--- src/rtl/sync_shift_pkg.sv ---
package sync_shift_pkg;

    typedef enum logic [1:0] {
        XF_IDLE = 2'd0,
        XF_TX   = 2'd1,
        XF_RX   = 2'd2
    } xfer_mode_e;

endpackage

--- src/rtl/sync_shift_timer.sv ---
// Bit-period sequencer: phase counter within a bit and bit counter within a byte.
module sync_shift_timer #(
    parameter int BIT_CLKS   = 12,
    parameter int SETUP_CLKS = 10,
    parameter int NBITS      = 8
) (
    input  logic clk,
    input  logic rst_n,
    input  logic start,
    input  logic run,
    output logic sample_stb,
    output logic bit_end,
    output logic last_end,
    output logic sclk_low
);
    localparam int PH_W      = $clog2(BIT_CLKS);
    localparam int BIT_W     = $clog2(NBITS);
    localparam int LOW_FIRST = SETUP_CLKS - BIT_CLKS / 2;
    localparam logic [PH_W-1:0]  PH_LAST   = PH_W'(BIT_CLKS - 1);
    localparam logic [PH_W-1:0]  PH_SAMPLE = PH_W'(SETUP_CLKS - 1);
    localparam logic [PH_W-1:0]  PH_LOW    = PH_W'(LOW_FIRST);
    localparam logic [BIT_W-1:0] BIT_LAST  = BIT_W'(NBITS - 1);

    typedef struct packed {
        logic [PH_W-1:0]  phase;
        logic [BIT_W-1:0] bitn;
    } tmr_t;

    tmr_t tmr_d, tmr_q;

    always_comb begin
        tmr_d = tmr_q;
        if (start) begin
            tmr_d = '0;
        end else if (run) begin
            if (tmr_q.phase == PH_LAST) begin
                tmr_d.phase = '0;
                tmr_d.bitn  = tmr_q.bitn + 1'b1;
            end else begin
                tmr_d.phase = tmr_q.phase + 1'b1;
            end
        end
    end

    always_ff @(posedge clk) begin
        if (!rst_n) tmr_q <= '0;
        else        tmr_q <= tmr_d;
    end

    assign sample_stb = run && (tmr_q.phase == PH_SAMPLE);
    assign bit_end    = run && (tmr_q.phase == PH_LAST);
    assign last_end   = bit_end && (tmr_q.bitn == BIT_LAST);
    assign sclk_low   = run && (tmr_q.phase >= PH_LOW) && (tmr_q.phase <= PH_SAMPLE);

endmodule

--- src/rtl/sync_shift_reg.sv ---
// Shared shift register, LSB leaves first, new bits enter at the MSB.
module sync_shift_reg #(
    parameter int W = 8
) (
    input  logic         clk,
    input  logic         rst_n,
    input  logic         load,
    input  logic [W-1:0] load_val,
    input  logic         shift,
    input  logic         shift_in,
    output logic [W-1:0] q
);
    logic [W-1:0] sh_d, sh_q;

    always_comb begin
        sh_d = sh_q;
        if (load)       sh_d = load_val;
        else if (shift) sh_d = {shift_in, sh_q[W-1:1]};
    end

    always_ff @(posedge clk) begin
        if (!rst_n) sh_q <= '0;
        else        sh_q <= sh_d;
    end

    assign q = sh_q;

endmodule

--- src/rtl/sync_shift_ctrl.sv ---
// Transfer mode, start arbitration and sticky done flags.
module sync_shift_ctrl
    import sync_shift_pkg::*;
#(
    parameter int W = 8
) (
    input  logic         clk,
    input  logic         rst_n,
    input  logic         buf_wr,
    input  logic         rx_enable,
    input  logic         rx_flag_clr,
    input  logic         tx_flag_clr,
    input  logic         last_end,
    input  logic [W-1:0] shift_val,
    output logic         start,
    output logic         load_tx,
    output xfer_mode_e   mode,
    output logic         tx_flag,
    output logic         rx_flag,
    output logic [W-1:0] rx_buf
);
    typedef struct packed {
        xfer_mode_e   mode;
        logic         tx_flag;
        logic         rx_flag;
        logic [W-1:0] rx_buf;
    } ctl_t;

    ctl_t ctl_d, ctl_q;

    always_comb begin
        ctl_d   = ctl_q;
        start   = 1'b0;
        load_tx = 1'b0;
        // Clears first so that a completion in the same cycle wins.
        if (tx_flag_clr) ctl_d.tx_flag = 1'b0;
        if (rx_flag_clr) ctl_d.rx_flag = 1'b0;
        if (ctl_q.mode == XF_IDLE) begin
            if (buf_wr) begin
                ctl_d.mode = XF_TX;
                start      = 1'b1;
                load_tx    = 1'b1;
            end else if (rx_flag_clr && rx_enable) begin
                ctl_d.mode = XF_RX;
                start      = 1'b1;
            end
        end else if (last_end) begin
            if (ctl_q.mode == XF_TX) begin
                ctl_d.tx_flag = 1'b1;
            end else begin
                ctl_d.rx_flag = 1'b1;
                ctl_d.rx_buf  = shift_val;
            end
            ctl_d.mode = XF_IDLE;
        end
    end

    always_ff @(posedge clk) begin
        if (!rst_n) begin
            ctl_q.mode    <= XF_IDLE;
            ctl_q.tx_flag <= 1'b0;
            ctl_q.rx_flag <= 1'b0;
            ctl_q.rx_buf  <= '0;
        end else begin
            ctl_q <= ctl_d;
        end
    end

    assign mode    = ctl_q.mode;
    assign tx_flag = ctl_q.tx_flag;
    assign rx_flag = ctl_q.rx_flag;
    assign rx_buf  = ctl_q.rx_buf;

endmodule

--- src/rtl/sync_shift_port.sv ---
module sync_shift_port
    import sync_shift_pkg::*;
#(
    parameter int W          = 8,
    parameter int BIT_CLKS   = 12,
    parameter int SETUP_CLKS = 10
) (
    input  logic         clk,
    input  logic         rst_n,
    input  logic         buf_wr,
    input  logic [W-1:0] buf_wdata,
    input  logic         rx_enable,
    input  logic         rx_flag_clr,
    input  logic         tx_flag_clr,
    input  logic         ser_din,
    output logic         ser_dout,
    output logic         ser_doe,
    output logic         shift_clk,
    output logic         tx_done,
    output logic         rx_done,
    output logic [W-1:0] rx_data
);
    xfer_mode_e   mode;
    logic         start, load_tx;
    logic         sample_stb, bit_end, last_end, sclk_low;
    logic         run, tx_active, rx_active;
    logic         shift, shift_in;
    logic [W-1:0] sh_val;

    assign run       = (mode != XF_IDLE);
    assign tx_active = (mode == XF_TX);
    assign rx_active = (mode == XF_RX);
    assign shift     = (tx_active && bit_end) || (rx_active && sample_stb);
    assign shift_in  = rx_active ? ser_din : 1'b1;

    sync_shift_ctrl #(.W(W)) u_ctrl (
        .clk         (clk),
        .rst_n       (rst_n),
        .buf_wr      (buf_wr),
        .rx_enable   (rx_enable),
        .rx_flag_clr (rx_flag_clr),
        .tx_flag_clr (tx_flag_clr),
        .last_end    (last_end),
        .shift_val   (sh_val),
        .start       (start),
        .load_tx     (load_tx),
        .mode        (mode),
        .tx_flag     (tx_done),
        .rx_flag     (rx_done),
        .rx_buf      (rx_data)
    );

    sync_shift_timer #(
        .BIT_CLKS   (BIT_CLKS),
        .SETUP_CLKS (SETUP_CLKS),
        .NBITS      (W)
    ) u_timer (
        .clk        (clk),
        .rst_n      (rst_n),
        .start      (start),
        .run        (run),
        .sample_stb (sample_stb),
        .bit_end    (bit_end),
        .last_end   (last_end),
        .sclk_low   (sclk_low)
    );

    sync_shift_reg #(.W(W)) u_shreg (
        .clk      (clk),
        .rst_n    (rst_n),
        .load     (load_tx),
        .load_val (buf_wdata),
        .shift    (shift),
        .shift_in (shift_in),
        .q        (sh_val)
    );

    assign shift_clk = !sclk_low;
    assign ser_doe   = tx_active;
    assign ser_dout  = tx_active ? sh_val[0] : 1'b1;

endmodule

--- config.mk ---
export PLATFORM = sky130hd
export DESIGN_NAME = sync_shift_port
export DESIGN_NICKNAME = d
export VERILOG_FILES = /design/src/rtl/sync_shift_pkg.sv /design/src/rtl/sync_shift_timer.sv /design/src/rtl/sync_shift_reg.sv /design/src/rtl/sync_shift_ctrl.sv /design/src/rtl/sync_shift_port.sv
export SDC_FILE = /design/constraint.sdc
export NUM_CORES = 1
export LEC_CHECK = 0
export ABC_AREA = 1
export BUFFER_PORTS_ARGS = -buffer_cell sky130_fd_sc_hd__clkbuf_2
export CELL_PAD_IN_SITES_DETAIL_PLACEMENT = 1
export CELL_PAD_IN_SITES_GLOBAL_PLACEMENT = 1
export CORE_MARGIN = 2
export CORE_UTILIZATION = 38
export DETAILED_ROUTE_END_ITERATION = 16
export PLACE_DENSITY_LB_ADDON = 0.12
export RECOVER_POWER = 50
export SETUP_SLACK_MARGIN = 0.3
export SYNTH_ARGS = -nofsm -noshare
export SYNTH_HDL_FRONTEND = slang
export SYNTH_SLANG_ARGS = --single-unit
--- constraint.sdc ---
create_clock -name clk -period 1.6 [get_ports clk]
set_input_delay 0.32 -clock clk [delete_from_list [all_inputs] [get_ports clk]]
set_output_delay 0.32 -clock clk [all_outputs]
set_load 0.01 [all_outputs]
; After elaboration in Yosys (flattened, before gate mapping)
; Cells that the tools add are included.
; Widths: inputs -> output; s select.
[totals]
register_bits = 27
elab_cells = 57
[classes]
n_bitwise = 3
addsub = 2
n_mux = 19
reduce_logical = 18
n_eq_ne = 6
n_lt_le_gt_ge = 2
[ops]
columns = op, n
row1 = $mux 8, 2
row2 = $mux 12, 1
row3 = $mux 1, 10
row4 = $mux 10, 1
row5 = $mux 9, 1
row6 = $eq 4x4->1 const B, 2
row7 = $logic_and 1x1->1, 8
row8 = $mux 2, 3
row9 = $reduce_bool 2->1, 3
row10 = $add 4x1->4 const B, 1
row11 = $ge 4x3->1 const B, 1
row12 = $le 4x4->1 const B, 1
row13 = $mux 4, 1
row14 = $reduce_and 2->1, 2
row15 = $add 3x1->3 const B, 1
row16 = $eq 3x3->1 const B, 1
row17 = $ne 3x3->1 const B, 1
row18 = $not 1->1, 3
row19 = $reduce_and 3->1, 1
row20 = $eq 2x1->1 const B, 1
row21 = $eq 2x2->1 const B, 1
row22 = $logic_not 2->1, 1
row23 = $reduce_or 2->1, 1
row24 = $logic_not 1->1, 1
row25 = $logic_or 1x1->1, 1

; Depth between registers and ports, before layout
; Gate-level depths: netlist of the first run.
[depth]
depth_word = 6
mapped_depth = 8
depth_no_buf = 8

; Modules after synthesis
; Synthesis of the first run repeated with hierarchy kept, for this count alone.
[unflattened]
hier_cells = 202
hier_area_um2 = 1371.3
[modules_own_cells]
columns = module, area_per_inst_um2, cells_per_inst, instances
row1 = sync_shift_ctrl, 460.4, 62, 1
row2 = sync_shift_timer, 441.7, 63, 1
row3 = sync_shift_reg, 419.2, 66, 1
row4 = sync_shift_port, 50.0, 11, 1

; Worst setup path after synthesis of the first run
; No wires, ideal clock.
[synth_timing]
path_kind = reg2reg
from = register u_timer.tmr_q[3] in the netlist's numbering
to = register u_shreg.sh_q[1], in the netlist u_shreg.q[1]
setup_slack_ps = 301
period_less_slack_ps = 1299
path_stages_with_launch = 9
arrival_time_ps = 1186
n_path_buf = 0
setup_time_ps = 113
cell_sequence = dfxtp_1 > ha_1 > nand3_2 > nor2_1 > inv_1 > nand2_1 > nand2_1 > nand2_1 > nor2_1
[synth_via]
elab_chain_len = 5
elab_cells_between_ends = 8
classes_between = eq/ne (2) / reduce/logical (6)
[synth_rtl]
columns = item, line
row1 = "start, declared", sync_shift_timer.sv:29  ; tmr_t tmr_d, tmr_q;
row2 = "start signal, assigned", sync_shift_timer.sv:47  ; else tmr_q <= tmr_d;
row3 = "$eq 4x4->1, on equally long branches", "sync_shift_timer.sv:51, sync_shift_timer.sv:50"
row4 = "$logic_and 1x1->1, on equally long branches", "sync_shift_timer.sv:51, sync_shift_timer.sv:50"
row5 = $logic_and 1x1->1, sync_shift_port.sv:33  ; assign shift = (tx_active && bit_end) || (rx_active && sample_stb);
row6 = $logic_or 1x1->1 *, sync_shift_port.sv:33
row7 = $reduce_bool 2->1 (no line) *, n/a
row8 = "end signal, assigned", sync_shift_reg.sv:22  ; if (!rst_n) sh_q <= '0;
row9 = "end signal, assigned", sync_shift_reg.sv:23  ; else sh_q <= sh_d;
row10 = "end, declared", sync_shift_reg.sv:13  ; logic [W-1:0] sh_d, sh_q;
; Every way passes the cells marked *; elsewhere a longest branch is shown, timed or not.
; A chain may end at the register's enable or synchronous reset.

; Worst setup path after layout of the first run
[layout_timing]
from = register u_timer.tmr_q[4] in the netlist's numbering
to = output shift_clk
[layout_via]
elab_chain_len = 4
elab_cells_between_ends = 5
classes_between = order compare (2) / reduce/logical (3)
[layout_rtl]
columns = item, line
row1 = $ge 4x3->1, sync_shift_timer.sv:53  ; assign sclk_low = run && (tmr_q.phase >= PH_LOW) && (tmr_q.phase <= PH_SAMPLE);
row2 = $logic_and 1x1->1, sync_shift_timer.sv:53
row3 = $logic_and 1x1->1 *, sync_shift_timer.sv:53
row4 = $logic_not 1->1 *, sync_shift_port.sv:78  ; assign shift_clk = !sclk_low;
row5 = "end, declared", sync_shift_port.sv:18  ; output logic shift_clk,
; Marks and branches as above.

==> results of run 1 <==
layout make-up:
type / instances / area [sq um]
clock buffer: 3 / 41.29
clock inverter: 1 / 7.507
fill: 467 / 1749
inverter: 26 / 105.1
multi-input combinational: 135 / 833.3
sequential: 27 / 555.5
tap: 48 / 60.06
timing repair buffer: 43 / 254.0
sequential cells by signal, summed over array words and instances (netlist names):
| register | count |
|---|---|
| u_ctrl.mode | 2 |
| u_timer.tmr_q | 7 |
| u_ctrl.rx_buf | 8 |
| u_shreg.q | 8 |
| u_ctrl.rx_flag | 1 |
| u_ctrl.tx_flag | 1 |
kinds of logic (layout without fill, tap and decap cells):
| kind of cell | count (synthesis) | after routing | synth area share, % |
|---|---|---|---|
| compound gates | 29 | 29 | 11.49 |
| simple gates | 99 | 100 | 33.75 |
| flops | 27 | 27 | 38.47 |
| fa+ha+maj | 5 | 5 | 4.452 |
| xor+xnor | 1 | 1 | 0.6234 |
| buf+inv | 32 | 73 | 11.22 |
layer usage:
layer	vias to the layer above	global-route usage (%)	wire (microns)
met2	27	35.70	2193
met3	6	2.257	113
met4	0	5.585	55
met1	658	26.08	1876
li1	699	-	-
met5	-	0	0
how the worst min path moves through the flow:
stage	endpoint
2_1_floorplan	u_timer.tmr_q[1]$_SDFFE_PP0P_
3_3_place_gp	u_ctrl.rx_flag$_SDFF_PN0_
3_5_place_dp	u_ctrl.rx_buf[7]$_SDFFE_PN0P_
4_1_cts	u_ctrl.tx_flag$_SDFF_PN0_
5_1_grt	u_ctrl.tx_flag$_SDFF_PN0_
6_report	u_ctrl.tx_flag$_SDFF_PN0_
where the power goes:
group / leakage [uW] / switching [uW] / internal [uW]
clock network: 0.0000217 / 244 / 178
logic: 0.000541 / 215 / 125
registers: 0.000223 / 34.7 / 706
cell usage in the layout (no fill, tap or decap), drive strengths merged:
cell type | Yosys | layout
nand3 | 13 | 14
nand4 | 8 | 8
nor2 | 26 | 26
a211oi | 1 | 1
clkinv | 1 | 1
buf | 4 | 17
clkinvlp | 0 | 1
xor2 | 1 | 1
inv | 25 | 25
nor3 | 1 | 1
ha | 5 | 5
o21a | 1 | 1
nand2 | 51 | 51
clkbuf | 2 | 29
dfxtp | 27 | 27
o21ai | 11 | 11
a21oi | 16 | 16
metrics by stage:
step / area [sq um] / hold WS, ns / setup WS, ns / util (%) / total power (uW)
2_1_floorplan: 1405 / 0.4429 / 0.3015 / - / 954.2
5_1_grt: 1857 / 0.3129 / 0.002902 / 51.49 / 1579
3_3_place_gp: 1575 / 0.4526 / 0.1826 / 43.68 / 1009
6_report: 1857 / 0.2918 / 0.03626 / 51.49 / 1503
3_5_place_dp: 1575 / 0.4570 / 0.1416 / 43.68 / 1023
4_1_cts: 1749 / 0.2840 / 0.03832 / 48.51 / 1477
repair_timing:
action,in CTS,in global routing
setup endpoints to repair,27,28
setup buffers,7,5
pin swaps,5,15
resized for setup,25,22
cloned,1,0
worst min-delay path, delay by kind of cell:
kind	cells	cell delay, ns
simple gates	1	0.06
compound gates	1	0.05
buf+inv	2	0.10
==> impl_metrics.json, run 1 <==
{
  "syn_area_sq_um": 1405,
  "grt_antenna_before_repair": 0,
  "via_count": 1390,
  "syn_nets": 213,
  "grt.total_usage_pct": 20.27,
  "cts_tree": "yes",
  "routed_wl_mm": 4.239,
  "cp_max_fo": 2,
  "hold_viol_final": 0,
  "ir_drop_mv": 0.3650,
  "yosys-top-cells-area": "dfxtp_1 (38%), nand2_1 (12%), inv_1 (6.1%)",
  "r2r_start": "u_ctrl.mode[0]$_SDFFE_PN0P_",
  "grt_pass1_vias": 1394,
  "antennaDiodeCount": 0,
  "synth.distinct_cells": 26,
  "die_h_microns": 64.81,
  "clockBufferDepth": 2,
  "period_share_pct": 97.73,
  "ff2ff_setup_slack_ns": 0.06,
  "max-slew-margin-rel_pct": 70.63,
  "powerDensity_nw_per_um2": 809.3,
  "worstMarginPinSlew_ns": 0.4401,
  "yosysMostFrequentCell": "nand2_1",
  "hp-class": "in -> reg",
  "clk_latency_ns": 0.28,
  "htreeDepth": 1,
  "crit_end": "shift_clk",
  "area_delta_synth_final_pct": 32.15,
  "postSynth.asyncResetShare_pct": 0,
  "finalCriticalPeriod_ns": 1.564,
  "rr_endpoint": "u_shreg.q[0]$_SDFFE_PN0P_",
  "drv_slew": 0,
  "viasPerCell": 4.912,
  "cp-end-kind": "output pin",
  "power.static_leakage_uw": 0.0007864,
  "yosysTopAreaCell": "dfxtp_1",
  "dp_hpwl_mm": 2.724,
  "cts-root-buf": "clkbuf_8",
  "crit_path_frequent_cell": "o21ai_1",
  "path_class": "reg -> out",
  "synth_common_cells": "nand2_1 (46), dfxtp_1 (27), inv_1 (23)",
  "dr.pass1.iters": 4,
  "rsz0062_at_grt": "true",
  "dp_cells": 266,
  "holdBufCountCts": 0,
  "synth-seq-cells": 27,
  "drt-initial-drc-count": 39,
  "pin_count": 28,
  "crit_required_ns": 1.28,
  "status": "finished, final reports clean",
  "portBuffers": 27,
  "path_clk_slew_ns": 0.10,
  "critical_path_depth": 6,
  "fmax_mhz": 639.5,
  "worstHoldPathCells": 4,
  "grt_max_degree": 17,
  "cp_cell_sequence": "inv_4, ha_4, o21ai_1, o21ai_1, nand2_1, buf_2",
  "synth_seq_area_share_pct": 38.47,
  "avgRoutedWirePerCell_microns": 14.98,
  "grt_pass1_wl_mm": 6.541,
  "globalRouteOverflowTotal": 0,
  "cp_slowest_stage_delay_ns": 0.37,
  "drive_above_1_share_pct": 35.32,
  "min-delay-start": "tx_flag_clr",
  "critPathTopFamily": "flip-flops",
  "synthFlopType": "dfxtp_1",
  "synth_cells": 193,
  "cp_num_buf_inv": 2,
  "rr_worst_depth": 7,
  "maxCapViolCount": 0,
  "die-area_sq_um": 4200,
  "finalNonFillerCells": 283,
  "cp-start-kind": "register",
  "finClkSkew_ns": 0.001983,
  "syn_avg_cell_area_sq_um": 7.280,
  "fin_nets": 256,
  "synth-edff-count": 0,
  "cts.sinks": 27,
  "rows": 22,
  "cp-startpoint": "u_timer.tmr_q[4]$_SDFFE_PP0P_",
  "crit_path_top_delay_cell": "dfxtp_2",
  "dieWidth_microns": 64.81,
  "fin_setup_tns_ns": 0,
  "setup_viol": 0,
  "start_util_pct": 38.97,
  "core_area_sq_um": 3606,
  "cts_buffers": 3,
  "final_antenna_net_count": 0,
  "yosysWarnings": 0,
  "drc_errors": 0,
  "gp_congestion": 0.7787,
  "crit_arrival_ns": 1.24,
  "synth_top_cell_area_share_pct": 38.47
}
(Power assumes the default switching activity.)
==> inputs of run 2 (changes only) <==
==> constraint.sdc (replaced) <==
create_clock -name clk -period 1.6 [get_ports clk]
set_input_delay 0.16 -clock clk [delete_from_list [all_inputs] [get_ports clk]]
set_output_delay 0.16 -clock clk [all_outputs]
set_load 0.01 [all_outputs]
==> run 2 against run 1 <==
Sequential power barely moved. Register-to-register slack improved by 0.12 ns. Cell count fell by 3.5%. Flip-flop and latch count did not move.
==> impl_metrics.json, run 2 (synthesis results as in run 1) <==
{
  "antennaDiodeCount": 0,
  "p_seq_share_pct": 51.2,
  "avgRoutedWirePerCell_microns": 14.34,
  "path_class": "reg -> reg",
  "rsz0062_at_grt": "true",
  "cp-end-kind": "register",
  "critical_path_depth": 7,
  "globalRouteOverflowTotal": 0,
  "pin_count": 28,
  "drc_errors": 0,
  "cp_cell_sequence": "nor2_2, nand2_4, clkinv_4, nor2_4, nand2_1, nor2_1, nor2_1",
  "dr.pass1.iters": 4,
  "cts-root-buf": "clkbuf_8",
  "fmax_mhz": 702.2,
  "maxCapViolCount": 0,
  "p_switching_uw": 459.2,
  "p_total_uw": 1446,
  "clockBufferDepth": 2,
  "grt_antenna_before_repair": 0,
  "setup_viol": 0,
  "die_h_microns": 64.81,
  "p_int_uw": 986.5,
  "cp_max_fo": 11,
  "max-slew-margin-rel_pct": 71.73,
  "grt_max_degree": 17,
  "finalNonFillerCells": 273,
  "cp_num_buf_inv": 1,
  "cp-start-kind": "register",
  "path_clk_slew_ns": 0.10,
  "crit_end": "u_shreg.q[1]$_SDFFE_PN0P_",
  "drive_above_1_share_pct": 28.00,
  "combPwrFrac_pct": 20.2,
  "rr_endpoint": "u_shreg.q[1]$_SDFFE_PN0P_",
  "finalCriticalPeriod_ns": 1.424,
  "grt_pass1_wl_mm": 6.527,
  "cp_slowest_stage_delay_ns": 0.37,
  "critPathTopFamily": "simple AND/OR/NAND/NOR gates",
  "clk_latency_ns": 0.28,
  "crit_path_top_delay_cell": "dfxtp_4",
  "crit_arrival_ns": 1.65,
  "dp_cells": 266,
  "cp-startpoint": "u_ctrl.mode[1]$_SDFFE_PN0P_",
  "holdBufCountCts": 0,
  "portBuffers": 27,
  "cts_buffers": 3,
  "clkPwrFrac_pct": 28.7,
  "power_switching_share_pct": 31.76,
  "worstMarginPinSlew_ns": 0.4235,
  "ir_drop_mv": 0.3306,
  "grt.total_usage_pct": 19.93,
  "htreeDepth": 1,
  "cts_tree": "yes",
  "final_antenna_net_count": 0,
  "rr_worst_depth": 7,
  "r2r_start": "u_ctrl.mode[1]$_SDFFE_PN0P_",
  "grt_pass1_vias": 1401,
  "worstHoldPathCells": 4,
  "crit_required_ns": 1.82,
  "ff2ff_setup_slack_ns": 0.18,
  "area_delta_synth_final_pct": 24.04,
  "rows": 22,
  "fin_nets": 246,
  "dp_hpwl_mm": 2.853,
  "start_util_pct": 38.97,
  "layout_commonest_cell": "nand2_1",
  "cts.sinks": 27,
  "die-area_sq_um": 4200,
  "finClkSkew_ns": 0.004357,
  "status": "finished, final reports clean",
  "via_count": 1365,
  "hp-class": "in -> reg",
  "placed_cell_area_sq_um": 1575,
  "drt-initial-drc-count": 60,
  "period_share_pct": 89.01,
  "layout_common_cells": "nand2_1 (45), dfxtp_1 (22), inv_1 (21), nor2_1 (20), clkbuf_2 (16)",
  "hold_viol_final": 0,
  "routed_wl_mm": 3.915,
  "fin_setup_tns_ns": 0,
  "post-route-worst-setup-slack_ns": 0.1759,
  "place_ws_ns": 0.06854,
  "viasPerCell": 5.000,
  "dieWidth_microns": 64.81,
  "crit_path_frequent_cell": "nor2_1",
  "powerDensity_nw_per_um2": 829.5,
  "power.static_leakage_uw": 0.0007276,
  "stdcell_area_sq_um": 1743,
  "core_area_sq_um": 3606,
  "nFillCells": 463,
  "drv_slew": 0,
  "gp_congestion": 0.8433
}
==> run 2: cell types whose count changed in the layout (fill, tap and decap cells not counted), moves of 2 or more <==
cell	delta
a21oi_1	+2
a21oi_2	-2
buf_4	-9
nand2_1	+2
nand2_2	-2
nand3_1	+3
nand3_2	-3
==> run 2: power groups by stage <==
stage          Clock [uW]  Sequential, uW  Combinational (uW)
2_1_floorplan           0             742                 212
6_report              414             740                 292
3_3_place_gp            0             752                 257
3_5_place_dp            0             754                 268
4_1_cts               427             740                 284
5_1_grt               449             744                 328
==> run 2: per-layer routing <==
| layer | wire length (microns) | GRT usage (%) | vias up |
|---|---|---|---|
| met5 | 0 | 0 | - |
| met4 | 77 | 7.181 | 0 |
| met3 | 112 | 2.431 | 9 |
| met2 | 2021 | 36.21 | 32 |
| met1 | 1704 | 23.89 | 647 |
| li1 | - | - | 677 |
==> run 2: layout make-up <==
cell class | instances | area [sq um] | share of cell area (%)
Multi-Input combinational cell | 134 | 790.8 | 45.37
Sequential cell | 27 | 554.3 | 31.80
Timing Repair Buffer | 34 | 186.4 | 10.70
Inverter | 26 | 102.6 | 5.887
Tap cell | 48 | 60.06 | 3.446
Clock buffer | 3 | 41.29 | 2.369
Clock inverter | 1 | 7.507 | 0.4307
==> run 2: worst min path at each step <==
stage                            from                   endpoint  slack [ns]
after global routing      rx_flag_clr  u_ctrl.rx_flag$_SDFF_PN0_        0.16
final                     tx_flag_clr  u_ctrl.tx_flag$_SDFF_PN0_        0.12
after detailed placement  tx_flag_clr  u_ctrl.tx_flag$_SDFF_PN0_        0.43
after CTS                 tx_flag_clr  u_ctrl.tx_flag$_SDFF_PN0_        0.12
after floorplan           rx_flag_clr  u_ctrl.rx_flag$_SDFF_PN0_        0.32
after global placement    tx_flag_clr  u_ctrl.tx_flag$_SDFF_PN0_        0.42
==> run 2: what timing repair did <==
action / in CTS / in global routing
pin swaps: 5 / 6
setup endpoints to repair: 26 / 29
buffers inserted: 3 / 0
resized for setup: 19 / 15
==> run 2: through the flow <==
step | hold WS (ns) | utilization [%]
3_5_place_dp | 0.4260 | 43.68
5_1_grt | 0.1558 | 48.33
2_1_floorplan | 0.3233 | -
6_report | 0.1191 | 48.33
4_1_cts | 0.1188 | 47.22
3_3_place_gp | 0.4165 | 43.68
==> run 2: worst register-to-register path: cells and delay by family, from the launching register on <==
| family | cells | cell delay [ns] |
|---|---|---|
| AND/OR/NAND/NOR | 6 | 0.82 |
| flip-flops | 1 | 0.37 |
| buffers and inverters | 1 | 0.17 |
